==> config.mk <==
export PLATFORM = sky130hd
export DESIGN_NAME = hostif_slave
export DESIGN_NICKNAME = d
export VERILOG_FILES = /design/src/rtl/hostif_pkg.sv /design/src/rtl/hostif_sync.sv /design/src/rtl/hostif_strobe.sv /design/src/rtl/hostif_bufs.sv /design/src/rtl/hostif_slave.sv
export SDC_FILE = /design/constraint.sdc
export NUM_CORES = 1
export LEC_CHECK = 0
export ABC_CLOCK_PERIOD_IN_PS = 2900
export BUFFER_PORTS_ARGS = -buffer_cell sky130_fd_sc_hd__buf_2
export CAP_MARGIN = 30
export CORE_UTILIZATION = 55
export CTS_CLUSTER_SIZE = 30
export DETAILED_ROUTE_END_ITERATION = 12
export GPL_ROUTABILITY_DRIVEN = 0
export GPL_TIMING_DRIVEN = 0
export PLACE_DENSITY = 0.82
export SLEW_MARGIN = 5
export SYNTH_ARGS = -nofsm -noshare
export SYNTH_HDL_FRONTEND = slang
export SYNTH_SLANG_ARGS = --single-unit
==> constraint.sdc <==
create_clock -name clk -period 2.9 [get_ports clk]
set_clock_uncertainty 0.1 [all_clocks]
set_input_delay 0.58 -clock clk [delete_from_list [all_inputs] [get_ports clk]]
set_output_delay 0.58 -clock clk [all_outputs]
set_load 0.005 [all_outputs]
==> src/rtl/hostif_pkg.sv <==
// Package: shared constants and the bus-mode encoding for the host interface.
// Assumes a byte-wide slave bus and a two-flop synchronizer depth.
package hostif_pkg;
    localparam int HB_DW       = 8;
    localparam int SYNC_STAGES = 2;
    localparam int CTRL_BITS   = 6;

    typedef enum logic {
        BUS_RDWR = 1'b0,
        BUS_DSRW = 1'b1
    } bus_mode_e;
endpackage

==> src/rtl/hostif_sync.sv <==
// Module: multi-stage synchronizer for a bundle of asynchronous master pins.
// Assumes pins are quasi-static across a strobe so bits may be sampled as a group.
module hostif_sync #(
    parameter int          W       = 14,
    parameter int          STAGES  = 2,
    parameter logic [W-1:0] RST_VAL = '1
) (
    input  logic         clk,
    input  logic         rst_n,
    input  logic [W-1:0] d,
    output logic [W-1:0] q
);
    logic [W-1:0] stg [STAGES];

    // Shift the sampled pins through the synchronizer chain.
    always_ff @(posedge clk) begin
        if (!rst_n) begin
            for (int i = 0; i < STAGES; i++) stg[i] <= RST_VAL;
        end else begin
            stg[0] <= d;
            for (int i = 1; i < STAGES; i++) stg[i] <= stg[i-1];
        end
    end

    assign q = stg[STAGES-1];
endmodule

==> src/rtl/hostif_strobe.sv <==
// Module: decodes the synchronized master pins into read/write activity for
// the selected bus mode and emits a one-cycle event when a strobe ends.
// Assumes cd and data are valid for the whole active phase of a strobe.
module hostif_strobe
    import hostif_pkg::*;
#(
    parameter int DW = HB_DW
) (
    input  logic          clk,
    input  logic          rst_n,
    input  bus_mode_e     mode,
    input  logic          cs_n,
    input  logic          cd,
    input  logic          rd_n,
    input  logic          wr_n,
    input  logic          ds_n,
    input  logic          rnw,
    input  logic [DW-1:0] din,
    output logic          rd_done,
    output logic          wr_done,
    output logic          ev_cd,
    output logic [DW-1:0] ev_data
);
    logic rd_act, wr_act;
    logic rd_q, wr_q;

    // Activity decode for the two strobe protocols.
    always_comb begin
        if (mode == BUS_DSRW) begin
            rd_act = !cs_n && !ds_n && rnw;
            wr_act = !cs_n && !ds_n && !rnw;
        end else begin
            rd_act = !cs_n && !rd_n;
            wr_act = !cs_n && !wr_n;
        end
    end

    // Remember last cycle's activity, tag and byte for end-of-strobe events.
    always_ff @(posedge clk) begin
        if (!rst_n) begin
            rd_q    <= 1'b0;
            wr_q    <= 1'b0;
            ev_cd   <= 1'b0;
            ev_data <= '0;
        end else begin
            rd_q    <= rd_act;
            wr_q    <= wr_act;
            ev_cd   <= cd;
            ev_data <= din;
        end
    end

    assign rd_done = rd_q && !rd_act;
    assign wr_done = wr_q && !wr_act;
endmodule

==> src/rtl/hostif_bufs.sv <==
// Module: input and output byte buffers, their full flags, the handshake
// status and the core interrupt pulses. Same-edge conflicts favour the
// side that fills a buffer.
module hostif_bufs #(
    parameter int DW = 8
) (
    input  logic          clk,
    input  logic          rst_n,
    input  logic          wr_done,
    input  logic          rd_done,
    input  logic          ev_cd,
    input  logic [DW-1:0] ev_data,
    input  logic          core_wr_en,
    input  logic [DW-1:0] core_wdata,
    input  logic          core_rd_en,
    output logic [DW-1:0] in_data,
    output logic          in_cmd,
    output logic          in_full,
    output logic [DW-1:0] out_data,
    output logic          out_full,
    output logic          sta,
    output logic          irq_in_full,
    output logic          irq_out_empty
);
    logic data_rd;
    assign data_rd = rd_done && !ev_cd;

    // Input buffer: master fills, core drains; a fill wins a collision.
    always_ff @(posedge clk) begin
        if (!rst_n) begin
            in_full <= 1'b0;
            in_data <= '0;
            in_cmd  <= 1'b0;
        end else if (wr_done) begin
            in_full <= 1'b1;
            in_data <= ev_data;
            in_cmd  <= ev_cd;
        end else if (core_rd_en) begin
            in_full <= 1'b0;
        end
    end

    // Output buffer: core fills, a master data read drains; a fill wins.
    always_ff @(posedge clk) begin
        if (!rst_n) begin
            out_full <= 1'b0;
            out_data <= '0;
        end else if (core_wr_en) begin
            out_full <= 1'b1;
            out_data <= core_wdata;
        end else if (data_rd) begin
            out_full <= 1'b0;
        end
    end

    // Handshake status: raised by a master write, dropped by a data read.
    always_ff @(posedge clk) begin
        if (!rst_n)       sta <= 1'b0;
        else if (wr_done) sta <= 1'b1;
        else if (data_rd) sta <= 1'b0;
    end

    // One-cycle interrupt pulses to the core.
    always_ff @(posedge clk) begin
        if (!rst_n) begin
            irq_in_full   <= 1'b0;
            irq_out_empty <= 1'b0;
        end else begin
            irq_in_full   <= wr_done;
            irq_out_empty <= data_rd && out_full && !core_wr_en;
        end
    end
endmodule

==> src/rtl/hostif_slave.sv <==
// Module: top of the slave processor host interface. Synchronizes the master
// pins, detects strobe ends, keeps the buffers and drives the read bus.
// Assumes mode_ds is static configuration; the read path is combinational
// from the raw pins so data is on the bus while the strobe is low.
module hostif_slave
    import hostif_pkg::*;
#(
    parameter int DW = HB_DW
) (
    input  logic          clk,
    input  logic          rst_n,
    input  logic          mode_ds,
    input  logic          hb_cs_n,
    input  logic          hb_cd,
    input  logic          hb_rd_n,
    input  logic          hb_wr_n,
    input  logic          hb_ds_n,
    input  logic          hb_rnw,
    input  logic [DW-1:0] hb_din,
    output logic [DW-1:0] hb_dout,
    output logic          hb_doe,
    output logic          hb_sta,
    input  logic          core_wr_en,
    input  logic [DW-1:0] core_wdata,
    input  logic          core_rd_en,
    output logic [DW-1:0] core_rdata,
    output logic          core_rcmd,
    output logic          in_full,
    output logic          out_full,
    output logic          irq_in_full,
    output logic          irq_out_empty
);
    localparam int SW = CTRL_BITS + DW;

    bus_mode_e     mode;
    logic [SW-1:0] raw_bus, syn_bus;
    logic          s_cs_n, s_cd, s_rd_n, s_wr_n, s_ds_n, s_rnw;
    logic [DW-1:0] s_din, ev_data, out_data;
    logic          rd_done, wr_done, ev_cd;
    logic          rd_live;

    assign mode    = bus_mode_e'(mode_ds);
    assign raw_bus = {hb_cs_n, hb_cd, hb_rd_n, hb_wr_n, hb_ds_n, hb_rnw, hb_din};

    hostif_sync #(.W(SW), .STAGES(SYNC_STAGES), .RST_VAL({SW{1'b1}})) u_sync (
        .clk (clk),
        .rst_n (rst_n),
        .d (raw_bus),
        .q (syn_bus)
    );

    assign {s_cs_n, s_cd, s_rd_n, s_wr_n, s_ds_n, s_rnw, s_din} = syn_bus;

    hostif_strobe #(.DW(DW)) u_strobe (
        .clk (clk),
        .rst_n (rst_n),
        .mode (mode),
        .cs_n (s_cs_n),
        .cd (s_cd),
        .rd_n (s_rd_n),
        .wr_n (s_wr_n),
        .ds_n (s_ds_n),
        .rnw (s_rnw),
        .din (s_din),
        .rd_done (rd_done),
        .wr_done (wr_done),
        .ev_cd (ev_cd),
        .ev_data (ev_data)
    );

    hostif_bufs #(.DW(DW)) u_bufs (
        .clk (clk),
        .rst_n (rst_n),
        .wr_done (wr_done),
        .rd_done (rd_done),
        .ev_cd (ev_cd),
        .ev_data (ev_data),
        .core_wr_en (core_wr_en),
        .core_wdata (core_wdata),
        .core_rd_en (core_rd_en),
        .in_data (core_rdata),
        .in_cmd (core_rcmd),
        .in_full (in_full),
        .out_data (out_data),
        .out_full (out_full),
        .sta (hb_sta),
        .irq_in_full (irq_in_full),
        .irq_out_empty (irq_out_empty)
    );

    // Read-bus drive: enabled only during an active read strobe.
    always_comb begin
        if (mode == BUS_DSRW) rd_live = !hb_cs_n && !hb_ds_n && hb_rnw;
        else                  rd_live = !hb_cs_n && !hb_rd_n;
        hb_doe  = rd_live;
        hb_dout = '0;
        if (rd_live) hb_dout = hb_cd ? {{(DW-2){1'b0}}, out_full, in_full} : out_data;
    end
endmodule

==> impl_results.md, run 1 <==
* Outcome: completed
* Largest net degree at the start of global routing at 11
* Post-place instance area at 0.00230 mm2
* Clock Latency Late Sink at roughly 0.37 ns
* Antenna diodes at 0
* First-pass GRT wire length at 5.13 mm
* Sum Neg Setup Slack at 0 ns
* Final ANT Viol Nets at 0
* Buf/Inv on CP at 2
* H-tree lvl count at 3
* Die area at 0.00390 mm2
* CTS Buf Count at 9
* Final instance area at 0.00246 mm2
* GR Util All Layers at 17.4%
* Sequential-to-total area share from yosys stat at roughly 60%
* Area of the multi-input gates at 738 um2
* Synthesized area at 0.00201 mm2
* Commonest cells after routing, fill and taps aside: dfxtp_1 (61), buf_2 (49), nand2b_1 (29)
* Vias per Instance at 4.54
* Setup violations, final at 0
* Number of I/O port buffers at 47
* Hold Crit Class: in2reg
* Crit path max-delay cell type: a211oi_2
* Core Rows at 21
* Hold_buf cts at 0
* Setup crit start kind: primary input
* Starting Density at 58.9%
* Post-layout nets at around 270
* Layout cell share with drive strength beyond 1 at between 20% and 30%
* Rel. slew slack at between 60% and 70%
* Final hold vios at 0
* Post-CTS Setup Bufs at 0
* Synthesized flop and latch total at 61
* Reg area at ~0.0012 mm2
* Arrival @ worst endpoint at about 1.8 ns
* Max-cap viol count at 0
* IO Pins at 50
* DRT Pass-1 Iters at 4
* YS warnings at 0
* Drt wl/cell at 10.1 um
* Crit Path Class: in2out
* Vias at 1339
* Slowest stage delay, CP at 0.41 ns
* Detail Placement HPWL at ~2.1 mm
* Antenna violations before repair at 0
* Leak at between 1 and 1.5 nW
* Vias in the first global route at 1216
* CP required at about 2.2 ns
* RSZ-0062 raised after global routing: no
* CTS tree: done
* Post-cts resize count at 0
* Initial DRC Count at 47
* F_max at 412 MHz
* Final min period at 2.43 ns
* Core ar. at 0.00342 mm2
* Syn Area/Cell at 10.8 um2
* Most used cell, CP: buf_2
* CP max FO at 7
* Layout fillers at 261
* Routed WL at ~3 mm
* Slew of the pin with the lowest slew margin at 0.467 ns
* Share of the cycle needed by the critical path after routing at 83.7%
* Area Overhead vs Synth at 22.3%
* CTS max path bufs at 2
* Die extent in x at 62.5 um
* DRC violations left at 0
* Chip height at 62.5 um
* P per Cell Area at roughly 640 mW/mm2
* Root buf cell: clkbuf_4
* Post-Synthesis Cells at 186
* Synth cell types at 26
* CP cell instances: buf_2 > or2_2 > a211oi_2 > and2_1 > buf_2
* Worst Setup End Kind: output pin
* Congestion Overflow GR at 0
* Most common cell after layout, fill and taps aside: dfxtp_1
* Clock sinks at 61
* Worst VDD drop at approximately 0.00044 V
* Syn nets at 213
* Clk pin slew, worst setup/hold paths at roughly 0.090 ns
* Top delay family on crit path: simple AND/OR/NAND/NOR gates
* Final slew viol count at 0
state kept, by name, summed over array words and instances, names as in the netlist, 8 cells and up:
signal / cells
u_sync.stg: 28
u_bufs.in_data: 8
u_bufs.out_data: 8
u_strobe.ev_data: 8
worst paths after layout:
path | slack (ns) | end | cells after the start | from
worst max-delay path | 0.47 | hb_dout[5] | 5 | mode_ds
worst min-delay path | 0.28 | u_sync.stg[0][5] | 2 | hb_din[5]
worst max register to register | 1.47 | u_bufs.in_data[1] | 4 | u_sync.stg[0][27]
worst min register to register | 0.31 | u_sync.stg[0][22] | 1 | u_sync.stg[0][8]
cell type report:
class                   instances  area share (%)
plain buffers                   9            1.78
well taps                      46            2.34
repair buffers                 47            9.57
clock inverters                 3            1.73
clock buffers                  13            4.58
flip-flops and latches         61            49.7
multi-input cells             114            30.0
inverters                       2           0.305
power by group:
group	internal (mW)	total, mW	switching (mW)
logic	0.0432	0.0842	0.0410
clock network	0.333	0.606	0.273
registers	0.872	0.883	0.0112
total	1.25	1.57	0.325
stage by stage:
stage / power, mW / instances / setup WS [ns] / hold WS [ns] / utilization (%)
finish: 1.57 / 295 / 0.471 / 0.279 / 72.0
global route: 1.65 / 295 / 0.424 / 0.256 / 72.0
CTS: 1.59 / 295 / 0.482 / 0.264 / 72.0
detailed placement: 0.988 / 279 / 0.489 / 0.291 / 67.4
global placement: 0.985 / 279 / 0.506 / 0.290 / 67.4
floorplan: 0.953 / 186 / 0.920 / 0.286 / -
cell families after synthesis:
group                  Yosys count  share of synthesized area [%]
multiplexers                    19                           9.46
buffers and inverters           11                           2.55
AO/OA/AOI/OAI                    7                           2.80
AND/OR/NAND/NOR                 88                           24.5
flip-flops                      61                           60.7
metal layers:
metal  up-vias  global-route usage (%)  wire (um)
li1        710                       -          -
met1       576                    19.7       1340
met2        47                    28.5       1370
met3         6                    6.02        198
met4         0                    9.59         55
met5         -                       0          0
worst register-to-register path, delay by kind of cell (launching register included):
family,cells,cell delay (ns)
and+or+nand+nor,2,0.42
muxes,1,0.20
DFF,1,0.43
buffers and inverters,1,0.21
synthesized netlist by cell type:
library cell,number,area (um2)
or2_2,1,6.26
nor2b_1,1,6.26
nand2b_1,29,181
a31oi_1,1,6.26
clkinv_1,1,3.75
a311oi_1,1,8.76
nand3b_1,1,7.51
a21o_1,1,7.51
o2bb2ai_1,1,8.76
o21a_1,1,7.51
nor2_1,14,52.6
buf_6,1,11.3
nor3_1,1,5.00
nor3b_1,1,7.51
buf_2,2,10.0
clkbuf_1,6,22.5
nor4b_4,1,23.8
nand2_1,21,78.8
a211oi_2,1,12.5
dfxtp_1,61,1220
inv_1,1,3.75
mux2i_1,19,190
nor3_2,1,10.0
nor3b_2,1,12.5
and2_1,16,100
o21ai_0,1,5.00
Power figures use the tool's default switching activity.
==> run 2: changes to the inputs <==
--- a/config.mk
+++ b/config.mk
@@ -5,15 +5,16 @@
 export SDC_FILE = /design/constraint.sdc
 export NUM_CORES = 1
 export LEC_CHECK = 0
-export ABC_CLOCK_PERIOD_IN_PS = 2900
+export ABC_AREA = 1
+export ABC_CLOCK_PERIOD_IN_PS = 2120
 export BUFFER_PORTS_ARGS = -buffer_cell sky130_fd_sc_hd__buf_2
 export CAP_MARGIN = 30
-export CORE_UTILIZATION = 55
+export CORE_UTILIZATION = 47
 export CTS_CLUSTER_SIZE = 30
 export DETAILED_ROUTE_END_ITERATION = 12
 export GPL_ROUTABILITY_DRIVEN = 0
 export GPL_TIMING_DRIVEN = 0
-export PLACE_DENSITY = 0.82
+export PLACE_DENSITY = 0.74
 export SLEW_MARGIN = 5
 export SYNTH_ARGS = -nofsm -noshare
 export SYNTH_HDL_FRONTEND = slang
==> constraint.sdc (replaced) <==
create_clock -name clk -period 2.12 [get_ports clk]
set_clock_uncertainty 0.1 [all_clocks]
set_input_delay 0.424 -clock clk [delete_from_list [all_inputs] [get_ports clk]]
set_output_delay 0.424 -clock clk [all_outputs]
set_load 0.005 [all_outputs]
==> impl_results.md, run 2 <==
* Adder-cell area share of the yosys netlist at 0% (unchanged)
* Syn nets at 286 (+34%)
* Post-place instance area at 0.00245 mm2 (+6.4%)
* Synthesized flop and latch total at 61 (unchanged)
* Post-synth top area share at 57.1% (-3.7 points)
* Post-Synth Simple-Gate Area at 28.2% (+3.8 points)
* Outcome: completed
* DRC violations left at 0 (unchanged)
* IO Pins at 50 (unchanged)
* Antenna diodes at 0 (unchanged)
* Leading post-synthesis cells by instance count: dfxtp_1 (61), nand2_1 (40), inv_1 (38)
* Slowest stage delay, CP at 0.22 ns (-0.19 ns)
* H-tree lvl count at 3 (unchanged)
* Post-Synthesis Cells at 259 (+39%)
* Core Util, Final at 61.1% (-11 points)
* Largest family of logic cells by synthesized area: simple AND/OR/NAND/NOR gates
* Syn Area/Cell at 8.26 um2 (-24%)
* Worst R2R Start: u_sync.stg[0][27]
* Buf/Inv on CP at 2 (unchanged)
* Antenna violations before repair at 0 (unchanged)
* Vias in the first global route at 1490 (+23%)
* Final instance area at 0.00266 mm2 (+8.2%)
* Setup crit start kind: primary input
* Max-cap viol count at 0 (unchanged)
* Final min period at approximately 1.8 ns
* Largest net degree at the start of global routing at 11 (unchanged)
* P per Cell Area at 896 mW/mm2 (+40%)
* Compound-Gate Fraction of Synth Area at 3.74% (+0.94 points)
* Die area at 0.00483 mm2 (+24%)
* Worst min-delay path startpoint: hb_din[7]
* YS warnings at 0 (unchanged)
* Clk pin slew, worst setup/hold paths at 0.06 ns (-0.03 ns)
* Post-synthesis mux area share at 0% (-9.5 points)
* Most frequent cell after synthesis: dfxtp_1
* Rel. slew slack at 69.6% (+0.89 points)
* Synthesized area at 0.00214 mm2 (+6.4%)
* Top delay family on crit path: compound AO/OA/AOI/OAI gates
* Vias per Instance at 4.46 (-1.7%)
* Share of the cycle needed by the critical path after routing at 83.0%
* Congestion Overflow GR at 0 (unchanged)
* Largest register FFs at 28 (unchanged)
* CP required at 1.60 ns (-0.62 ns)
* Vias at 1678 (+25%)
* Ys flop type: dfxtp_1
* Final ANT Viol Nets at 0 (unchanged)
* Post-cts resize count at 0 (unchanged)
* First-pass GRT wire length at 6.19 mm (+21%)
* Leak at 1.34 nW (+21%)
* Clock sinks at 61 (unchanged)
* Worst VDD drop at 0.000524 V (+18%)
* Post-synth EDFFs at 0 (unchanged)
* Core Rows at 24 (+14%)
* Switching Power at 499 uW (+53%)
* Post-CTS Setup Bufs at 0 (unchanged)
* Die extent in x at 69.5 um (+11%)
* Starting Density at 49.1% (-9.7 points)
* Worst setup margin at 0.361 ns (-0.110 ns)
* Routing usage on met3 at 4.51% (-1.5 points)
* CP cell instances: buf_2 > o21ai_0 > nand2_1 > a21oi_1 > buf_2
* Crit Path Class: in2out
* GR Util All Layers at 16.7% (-0.68 points)
* CP max FO at 9 (+2)
* Met1 Use GR at 18.5% (-1.3 points)
* Hold_buf cts at 0 (unchanged)
* CTS max path bufs at 2 (unchanged)
* Clock power frac at 43.9% (+5.4 points)
* CTS tree: done
* Routed WL at 3.58 mm (+20%)
* XOR/XNOR Fraction of Synth Area at 0% (unchanged)
* Largest cells by area after synthesis: dfxtp_1 (57%), nand2_1 (7.0%), inv_1 (6.7%)
* Setup slack at placement at 0.361 ns (-0.128 ns)
* Sequential Power Share at 50.8% (-5.3 points)
* F_max at ~570 MHz
* Clock Latency Late Sink at 0.33 ns (-0.04 ns)
* Drt wl/cell at 9.51 um (-5.5%)
* Commonest cells after routing, fill and taps aside: dfxtp_1 (61), buf_2 (52), nand2_1 (40)
* Most used cell, CP: buf_2
* Busiest grt layer: met2
* Synth cell types at 21 (-19%)
* Switching share of power at 20.9% (+0.24 points)
* Area Overhead vs Synth at 24.3%
* Detail Placement HPWL at 2.45 mm (+15%)
* Async SR Flop Fraction at 0% (unchanged)
* Pint at 1.89 mW (+51%)
* Chip height at 69.5 um (+11%)
* Most common cell after layout, fill and taps aside: dfxtp_1
* Core ar. at 0.00435 mm2 (+27%)
* Cell Count, Final, Fillers Out at 376 (+27%)
* Hold Crit Class: in2reg
* CTS Buf Count at 9 (unchanged)
* Setup violations, final at 0 (unchanged)
* RSZ-0062 raised after global routing: no
* Root buf cell: clkbuf_8
* Slew of the pin with the lowest slew margin at 0.457 ns (-0.0101 ns)
* Critical Path Start: mode_ds
* Final hold vios at 0 (unchanged)
* Worst Setup End Kind: output pin
* Final slew viol count at 0 (unchanged)
* Sum Neg Setup Slack at 0 ns (unchanged)
* Number of I/O port buffers at 49 (+4.3%)
* DRT Pass-1 Iters at 4 (unchanged)
* Layout fillers at 374 (+43%)
* Crit path max-delay cell type: nand2_1
* Arrival @ worst endpoint at 1.23 ns (-0.52 ns)
* Met2 Track Usage GR at 26.9% (-1.7 points)
* # placed instances at 360 (+29%)
* Layout cell share with drive strength beyond 1 at 35.8% (+7.7 points)
* Initial DRC Count at 59 (+26%)
* Post-layout nets at 346 (+28%)
* Most flop-heavy register: u_sync.stg
* Cell taking the most area after synthesis: dfxtp_1
* Sequential-to-total area share from yosys stat at 57.1% (-3.7 points)
* Combinational power share at 5.3% (about the same)
[run 2: cells by family after synthesis]
kind of cell / Yosys count
compound gates: 16
simple gates: 124
flops: 61
buf+inv: 58
[run 2: path summary, 6_finish.rpt]
kind | slack [ns] | to | cells after the start
max reg2reg | 0.95 | u_bufs.in_data[7] | 7
min reg2reg | 0.31 | u_sync.stg[0][18] | 1
max | 0.36 | hb_dout[1] | 5
min | 0.18 | u_sync.stg[0][7] | 2
[run 2: area by class of cell]
| class | instances | area [um2] | area share, % |
|---|---|---|---|
| repair buffers | 49 | 245 | 9.22 |
| inverters | 48 | 180 | 6.77 |
| plain buffers | 10 | 53.8 | 2.02 |
| well taps | 52 | 65.1 | 2.45 |
| clock inverters | 4 | 45.0 | 1.69 |
| clock buffers | 12 | 165 | 6.21 |
| flip-flops and latches | 61 | 1220 | 45.9 |
| multi-input cells | 140 | 684 | 25.7 |
[run 2: metal layers]
metal  up-vias  wire length (um)
met5         -                 0
met4         0               121
met3        11               175
met2        43              1680
met1       737              1590
li1        887                 -
[run 2: stage by stage]
stage / hold WS [ns] / power (mW)
floorplan: 0.286 / 1.31
global placement: 0.290 / 1.36
detailed placement: 0.295 / 1.36
CTS: 0.164 / 2.41
global route: 0.164 / 2.49
finish: 0.178 / 2.38
[run 2: power by group through the flow]
stage / sequential, mW / clock (mW) / combinational (mW)
after floorplan: 1.23 / 0 / 0.0774
after global routing: 1.21 / 1.13 / 0.145
after detailed placement: 1.24 / 0 / 0.127
after global placement: 1.23 / 0 / 0.124
after CTS: 1.21 / 1.08 / 0.128
final: 1.21 / 1.05 / 0.126
